--- config.mk ---
export PLATFORM = sky130hd
export DESIGN_NAME = rxq_index_mgr
export DESIGN_NICKNAME = d
export VERILOG_FILES = /design/src/rtl/rxq_pkg.sv /design/src/rtl/rxq_put_ctr.sv /design/src/rtl/rxq_get_trk.sv /design/src/rtl/rxq_sticky.sv /design/src/rtl/rxq_index_mgr.sv
export SDC_FILE = /design/constraint.sdc
export NUM_CORES = 1
export LEC_CHECK = 0
export BUFFER_PORTS_ARGS = -buffer_cell sky130_fd_sc_hd__buf_2
export CORE_MARGIN = 5
export CORE_UTILIZATION = 55
export CTS_CLUSTER_SIZE = 10
export DETAILED_ROUTE_END_ITERATION = 16
export GPL_TIMING_DRIVEN = 0
export HOLD_SLACK_MARGIN = 0.02
export PLACE_DENSITY_LB_ADDON = 0.12
export REMOVE_ABC_BUFFERS = 1
export SETUP_SLACK_MARGIN = 0.3
export SLEW_MARGIN = 20
export SYNTH_ARGS = -nofsm -noshare
export SYNTH_HDL_FRONTEND = slang
export SYNTH_HIERARCHICAL = 1
export SYNTH_SLANG_ARGS = --single-unit
--- constraint.sdc ---
create_clock -name clk -period 3.8 [get_ports clk]
set_clock_uncertainty 0.15 [all_clocks]
set_input_delay 0.57 -clock clk [delete_from_list [all_inputs] [get_ports clk]]
set_output_delay 0.57 -clock clk [all_outputs]
set_load 0.01 [all_outputs]
--- src/rtl/rxq_pkg.sv ---
package rxq_pkg;
  typedef enum logic {
    ST_IDLE = 1'b0,
    ST_BUSY = 1'b1
  } store_st_e;
endpackage

--- src/rtl/rxq_put_ctr.sv ---
module rxq_put_ctr #(
  parameter int IDX_W = 6,
  localparam int CNT_W = IDX_W + 1
) (
  input  logic             clk,
  input  logic             rst_n,
  input  logic             adv,
  input  logic [CNT_W-1:0] cfg_size,
  output logic [IDX_W-1:0] idx,
  output logic             wrap,
  output logic [IDX_W-1:0] idx_nxt,
  output logic             wrap_nxt
);
  logic at_end;

  always_comb begin
    at_end   = ({1'b0, idx} == (cfg_size - CNT_W'(1)));
    idx_nxt  = idx;
    wrap_nxt = wrap;
    if (adv) begin
      if (at_end) begin
        idx_nxt  = '0;
        wrap_nxt = ~wrap;
      end else begin
        idx_nxt  = idx + IDX_W'(1);
      end
    end
  end

  always_ff @(posedge clk or negedge rst_n) begin
    if (!rst_n) begin
      idx  <= '0;
      wrap <= 1'b0;
    end else if (adv) begin
      idx  <= idx_nxt;
      wrap <= wrap_nxt;
    end
  end
endmodule

--- src/rtl/rxq_get_trk.sv ---
module rxq_get_trk #(
  parameter int IDX_W = 6
) (
  input  logic             clk,
  input  logic             rst_n,
  input  logic             load,
  input  logic [IDX_W-1:0] new_idx,
  output logic [IDX_W-1:0] idx,
  output logic             wrap,
  output logic [IDX_W-1:0] idx_nxt,
  output logic             wrap_nxt
);
  always_comb begin
    idx_nxt  = idx;
    wrap_nxt = wrap;
    if (load) begin
      idx_nxt  = new_idx;
      wrap_nxt = (new_idx < idx) ? ~wrap : wrap;
    end
  end

  always_ff @(posedge clk or negedge rst_n) begin
    if (!rst_n) begin
      idx  <= '0;
      wrap <= 1'b0;
    end else if (load) begin
      idx  <= idx_nxt;
      wrap <= wrap_nxt;
    end
  end
endmodule

--- src/rtl/rxq_sticky.sv ---
module rxq_sticky (
  input  logic clk,
  input  logic rst_n,
  input  logic set,
  input  logic clr,
  output logic q
);
  logic q_nxt;
  logic upd;

  always_comb begin
    upd   = set | clr;
    q_nxt = set | (q & ~clr);
  end

  always_ff @(posedge clk or negedge rst_n) begin
    if (!rst_n)   q <= 1'b0;
    else if (upd) q <= q_nxt;
  end
endmodule

--- src/rtl/rxq_index_mgr.sv ---
module rxq_index_mgr #(
  parameter int IDX_W  = 6,
  parameter int ADDR_W = 16,
  localparam int CNT_W = IDX_W + 1
) (
  input  logic              clk,
  input  logic              rst_n,
  input  logic [ADDR_W-1:0] cfg_start_addr,
  input  logic [CNT_W-1:0]  cfg_size,
  input  logic [CNT_W-1:0]  cfg_wmark,
  input  logic              store_req,
  input  logic              store_done,
  output logic              store_grant,
  output logic              store_drop,
  output logic [ADDR_W-1:0] wr_addr,
  input  logic              ack_valid,
  input  logic [IDX_W-1:0]  ack_get_idx,
  output logic [IDX_W-1:0]  put_idx,
  output logic [IDX_W-1:0]  get_idx,
  output logic [CNT_W-1:0]  fill_level,
  output logic [ADDR_W-1:0] rd_addr,
  output logic              flag_full,
  output logic              flag_wmark,
  output logic              flag_lost,
  input  logic              clr_wmark,
  input  logic              clr_lost
);
  import rxq_pkg::*;

  logic [1:0]       rst_sync_q;
  logic             rst_n_i;
  store_st_e        st_q, st_d;
  logic             busy, commit, ack_load;
  logic             put_wrap, get_wrap, put_wrap_nxt, get_wrap_nxt;
  logic [IDX_W-1:0] put_nxt, get_nxt;
  logic [CNT_W-1:0] fill_nxt;
  logic             wm_set;

  function automatic logic [CNT_W-1:0] level_of(
    input logic [IDX_W-1:0] p, input logic pw,
    input logic [IDX_W-1:0] g, input logic gw,
    input logic [CNT_W-1:0] sz);
    if (pw == gw) level_of = {1'b0, p} - {1'b0, g};
    else          level_of = sz - ({1'b0, g} - {1'b0, p});
  endfunction

  always_ff @(posedge clk or negedge rst_n) begin
    if (!rst_n) rst_sync_q <= 2'b00;
    else        rst_sync_q <= {rst_sync_q[0], 1'b1};
  end
  assign rst_n_i = rst_sync_q[1];

  always_comb begin
    busy        = (st_q == ST_BUSY);
    store_grant = store_req & ~busy & ~flag_full;
    store_drop  = store_req & ~busy & flag_full;
    commit      = busy & store_done;
    ack_load    = ack_valid & (ack_get_idx != get_idx);
    st_d        = st_q;
    if (store_grant)  st_d = ST_BUSY;
    else if (commit)  st_d = ST_IDLE;
  end

  always_ff @(posedge clk or negedge rst_n_i) begin
    if (!rst_n_i) st_q <= ST_IDLE;
    else          st_q <= st_d;
  end

  rxq_put_ctr #(.IDX_W(IDX_W)) u_put (
    .clk(clk), .rst_n(rst_n_i), .adv(commit), .cfg_size(cfg_size),
    .idx(put_idx), .wrap(put_wrap), .idx_nxt(put_nxt), .wrap_nxt(put_wrap_nxt)
  );

  rxq_get_trk #(.IDX_W(IDX_W)) u_get (
    .clk(clk), .rst_n(rst_n_i), .load(ack_load), .new_idx(ack_get_idx),
    .idx(get_idx), .wrap(get_wrap), .idx_nxt(get_nxt), .wrap_nxt(get_wrap_nxt)
  );

  always_comb begin
    fill_level = level_of(put_idx, put_wrap, get_idx, get_wrap, cfg_size);
    fill_nxt   = level_of(put_nxt, put_wrap_nxt, get_nxt, get_wrap_nxt, cfg_size);
    flag_full  = (fill_level == cfg_size);
    wm_set     = commit & (cfg_wmark != '0) & (fill_nxt == cfg_wmark);
    wr_addr    = cfg_start_addr + ADDR_W'({put_idx, 2'b00});
    rd_addr    = cfg_start_addr + ADDR_W'({get_idx, 2'b00});
  end

  rxq_sticky u_wm_flag (
    .clk(clk), .rst_n(rst_n_i), .set(wm_set), .clr(clr_wmark), .q(flag_wmark)
  );

  rxq_sticky u_lost_flag (
    .clk(clk), .rst_n(rst_n_i), .set(store_drop), .clr(clr_lost), .q(flag_lost)
  );
endmodule

==> summary.md <==
| Metric | Value |
|---|---|
| Status | `complete, but fails checks` |
| Failing checks | `negative setup slack` |
| Cell Area, Synth | `approximately 3800 µm²` |
| H-tree levels | `1` |
| Register area share after synthesis | `0.126` |
| Pin count of the biggest net entering global routing | `19` |
| FF-to-FF path depth | `18` |
| DRC | `0` |
| Drt wl/cell | `16.0 µm` |
| Via-to-Cell Ratio | `5.61` |
| Initial DRC Count | `248` |
| Die Wd | `slightly above 90 µm` |
| Startpoint types | `input port` |
| Worst Setup Path Type | `in2reg` |
| Synth-to-Final Area Change | `28.3%` |
| Ant. Diodes | `0` |
| Cells after Synth | `between 400 and 500` |
| Antenna viol nets, final | `0` |
| Critical path required time | `3.86 ns` |
| Power Total | `3.17 mW` |
| Storage element area | `roughly 480 µm²` |
| Yosys warning total | `6` |
| Relative slew margins | `0.454` |
| Power per cell area | `between 600 and 700 nW/µm²` |
| Number of placement rows | `30` |
| Cts bufs inserted | `3` |
| Multi-input gate area | `3180 µm²` |
| Mean Syn Cell Area | `slightly below 8 µm²` |
| Ys async rst share | `1.00` |
| Routed via count | `around 3800` |
| Clk buf depth | `2` |
| Slew @ Worst Pin | `~0.82 ns` |
| Met2 Usage GRT | `0.413` |
| Grt peak-use layer | `met2` |
| Drt pass-1 iters | `5` |
| Routability cong. | `roughly 0.87` |
| Worst R2R Setup Slack | `-0.43 ns` |
| Post-synthesis simple-gate area fraction | `0.178` |
| Met1 usage | `0.320` |
| Routing usage on met3 | `0.0341` |
| Clock root buffer | `clkbuf_8` |
| Setup crit end kind | `flip-flop` |
| Die area | `8620 µm²` |
| Peak supply drop | `0.505 mV` |
| CTS tree | `done` |
| Synth Area in Adders | `0.227` |
| Final setup vio count | `4` |
| Worst-path clk slew | `0.08 ns` |
| Final Util | `0.721` |
| Max FO, Critical Path | `4` |
| Hold crit path type | `reg2async` |
| Remaining Overflow, GRT | `0` |
| Routed wire length | `10800 µm` |
| Max Clk Rate | `234 MHz` |
| Largest family of logic cells by synthesized area | `adder cells` |
| Max Cap Viol | `0` |
| Critical path, cell by cell | `buf_12 -> inv_4 -> ha_4 -> xor2_2 -> o211ai_1 -> a211o_1 -> nor4_4 -> o22ai_2 -> inv_1 -> fa_1 -> inv_2 -> buf_6 -> fa_2 -> mux2_4 -> nor3_2 -> a21oi_1 -> nor2_1 -> nand4_1 -> nor4_2 -> a21o_1` |
| GRT Overall Usage | `0.245` |
| Mux share of post-synthesis cell area | `0.0225` |
| Synth Area in Compound Gates | `0.186` |
| Fillers | `549` |
| Final Slew Violations | `0` |
| DP HPWL | `8070 µm` |
| Synth unique cells | `60` |
| Reg-to-Reg End | `u_wm_flag/q$_DFFE_PN0P_` |
| Setup TNS | `-0.881 ns` |
| Final net count | `694` |
| Sink Count | `19` |
| Leakage power | `2.37 nW` |
| Max stage delay cell, worst path | `fa_2` |
| RSZ-0062 raised after global routing | `true` |
| Arrival @ worst endpoint | `4.33 ns` |
| Clock latency on the worst-skew pair | `about 0.27 ns` |
| Reg2Reg Launch Point | `u_put/idx[1]$_DFFE_PN0P_` |
| EDFF count, synth | `0` |
| Die height | `92.8 µm` |
| Layout cells sized above 1 | `0.323` |
| Starting Density | `0.562` |
| Vias in the first global route | `3608` |
| DP Worst Slack | `-1.31 ns` |
| Crit path largest cell delay | `around 0.41 ns` |
| Min cycle time layout | `4.27 ns` |
| Antenna violations before repair | `0` |
| Hold Vio Cnt, Final | `0` |
| Xor and xnor fraction of the mapped netlist area | `0.169` |
| Post-synthesis register bit count | `19` |
| Most frequently used flop master after synthesis | `dfrtp_1` |
| Setup crit start | `cfg_size[0]` |
| I/O pin count | `99` |
| Global-route wire length before repair | `16900 µm` |
| Core Footprint | `~6700 µm²` |
| Final Cycle Share | `1.12` |
| Fin worst setup slack | `-0.469 ns` |
| Crit path capture | `u_wm_flag/q$_DFFE_PN0P_` |
| Port-buffer cells | `92` |
[per-stage QoR]
step | cell area (µm²) | hold slack [ns] | instances
4_1_cts | 4650 | 0.171 | 661
5_1_grt | 4840 | 0.209 | 671
6_report | 4840 | 0.147 | 671
3_5_place_dp | 4260 | 0.168 | 636
3_3_place_gp | 4260 | 0.175 | 636
2_1_floorplan | 3700 | 0.0632 | 464
[critical path: cells and delay by family]
family	cells	cell delay, ns
AO/OA/AOI/OAI	5	0.74
XOR/XNOR	1	0.14
adder cells (fa/ha/maj)	3	1.08
buffers and inverters	5	0.44
multiplexers	1	0.29
AND/OR/NAND/NOR	5	1.08
[what timing repair did]
action / CTS / global route
setup endpoints to repair: 8 / 10
pin swaps: 18 / 17
resized for setup: 48 / 30
hold endpoints to repair: 2 / 0
hold buffers: 1 / 0
setup buffers: 20 / 10
[cells in the final DEF, fill, tap and decap left out, types with 4 or more instances in the layout]
master / instances
buf_2: 87
inv_1: 62
xnor2_1: 46
nor2_1: 38
ha_1: 35
buf_4: 29
a21oi_1: 25
o21ai_0: 24
nand2_1: 23
xor2_1: 20
dfrtp_1: 14
fa_1: 13
nand2b_1: 11
a21o_1: 10
nand4_1: 7
nand3_1: 7
inv_2: 6
nor3_1: 6
ha_4: 6
nor2b_1: 5
and3_1: 5
a21oi_2: 5
o21ai_1: 5
o22ai_1: 5
dfrtp_2: 5
o211ai_1: 4
mux2i_1: 4
o21bai_1: 4
[flip-flops by register name (all words and copies together) (netlist names)]
name / cells
u_get/idx: 6
u_get/wrap: 1
rst_sync_q: 2
u_lost_flag/q: 1
u_put/idx: 6
busy: 1
u_wm_flag/q: 1
u_put/wrap: 1
[layout make-up]
cell class | count | area share
multi-input cells | 374 | 0.657
repair buffers | 123 | 0.157
flip-flops and latches | 19 | 0.0994
inverters | 71 | 0.0566
well taps | 80 | 0.0207
clock buffers | 3 | 0.00852
clock inverters | 1 | 0.00103
[worst min path at each step]
stage / to / slack, ns / from
floorplan: busy$_DFFE_PN0P_ / 0.06 / rst_sync_q[1]$_DFF_PN0_
global placement: u_get/idx[0]$_DFFE_PN0P_ / 0.18 / rst_sync_q[1]$_DFF_PN0_
detailed placement: u_get/wrap$_DFFE_PN0P_ / 0.17 / rst_sync_q[1]$_DFF_PN0_
CTS: u_get/idx[4]$_DFFE_PN0P_ / 0.17 / rst_sync_q[1]$_DFF_PN0_
global route: u_get/idx[5]$_DFFE_PN0P_ / 0.21 / rst_sync_q[1]$_DFF_PN0_
finish: u_get/idx[5]$_DFFE_PN0P_ / 0.15 / rst_sync_q[1]$_DFF_PN0_
[Yosys cell counts (2+ instances only)]
cell type  count  area [µm²]
a21o_1        10        75.1
nand2_1       24        90.1
nor3_1         7        35.0
o21ai_1        2        10.0
a211oi_2       2        25.0
a21oi_1       30         150
o211ai_1       4        30.0
buf_2          2        10.0
nand3_1        7        35.0
nand2b_1      12        75.1
nor2b_1        5        31.3
or3_1          2        12.5
buf_6          2        22.5
buf_4          4        30.0
and3_1         5        31.3
o21bai_1       4        30.0
ha_1          43         538
dfrtp_1       19         475
fa_1          16         320
xor2_1        22         193
mux2_2         4        45.0
nand4_1        7        43.8
nor2_1        40         150
a211oi_1       6        45.0
a31oi_1        2        12.5
mux2i_1        4        40.0
o21ai_0       28         140
clkbuf_1       3        11.3
nor4_4         2        42.5
nor3b_1        3        22.5
o22ai_1        6        37.5
inv_1         70         263
and2_1         2        12.5
xnor2_1       47         412
o21a_1         2        15.0
nand3b_1       2        15.0
a211o_1        2        17.5
[power breakdown]
part           internal (mW)  total (mW)  switching, mW
Clock                 0.0731       0.146         0.0730
Sequential             0.246       0.320         0.0744
Combinational           1.23        2.71           1.48
Total                   1.55        3.17           1.62
[logic make-up after synthesis]
| family | after synthesis |
|---|---|
| simple gates | 126 |
| compound gates | 109 |
| buf+inv | 82 |
| xor+xnor | 71 |
| fa+ha+maj | 59 |
| flops | 19 |
| mux | 8 |
| other cells | 1 |
[routing by layer]
layer  part of all wire  vias to the layer above
li1                   -                     1848
met1               0.44                     1758
met2               0.48                      138
met3              0.065                       21
met4              0.018                        0
met5                  0                        -
Power figures use the tool's default switching activity.
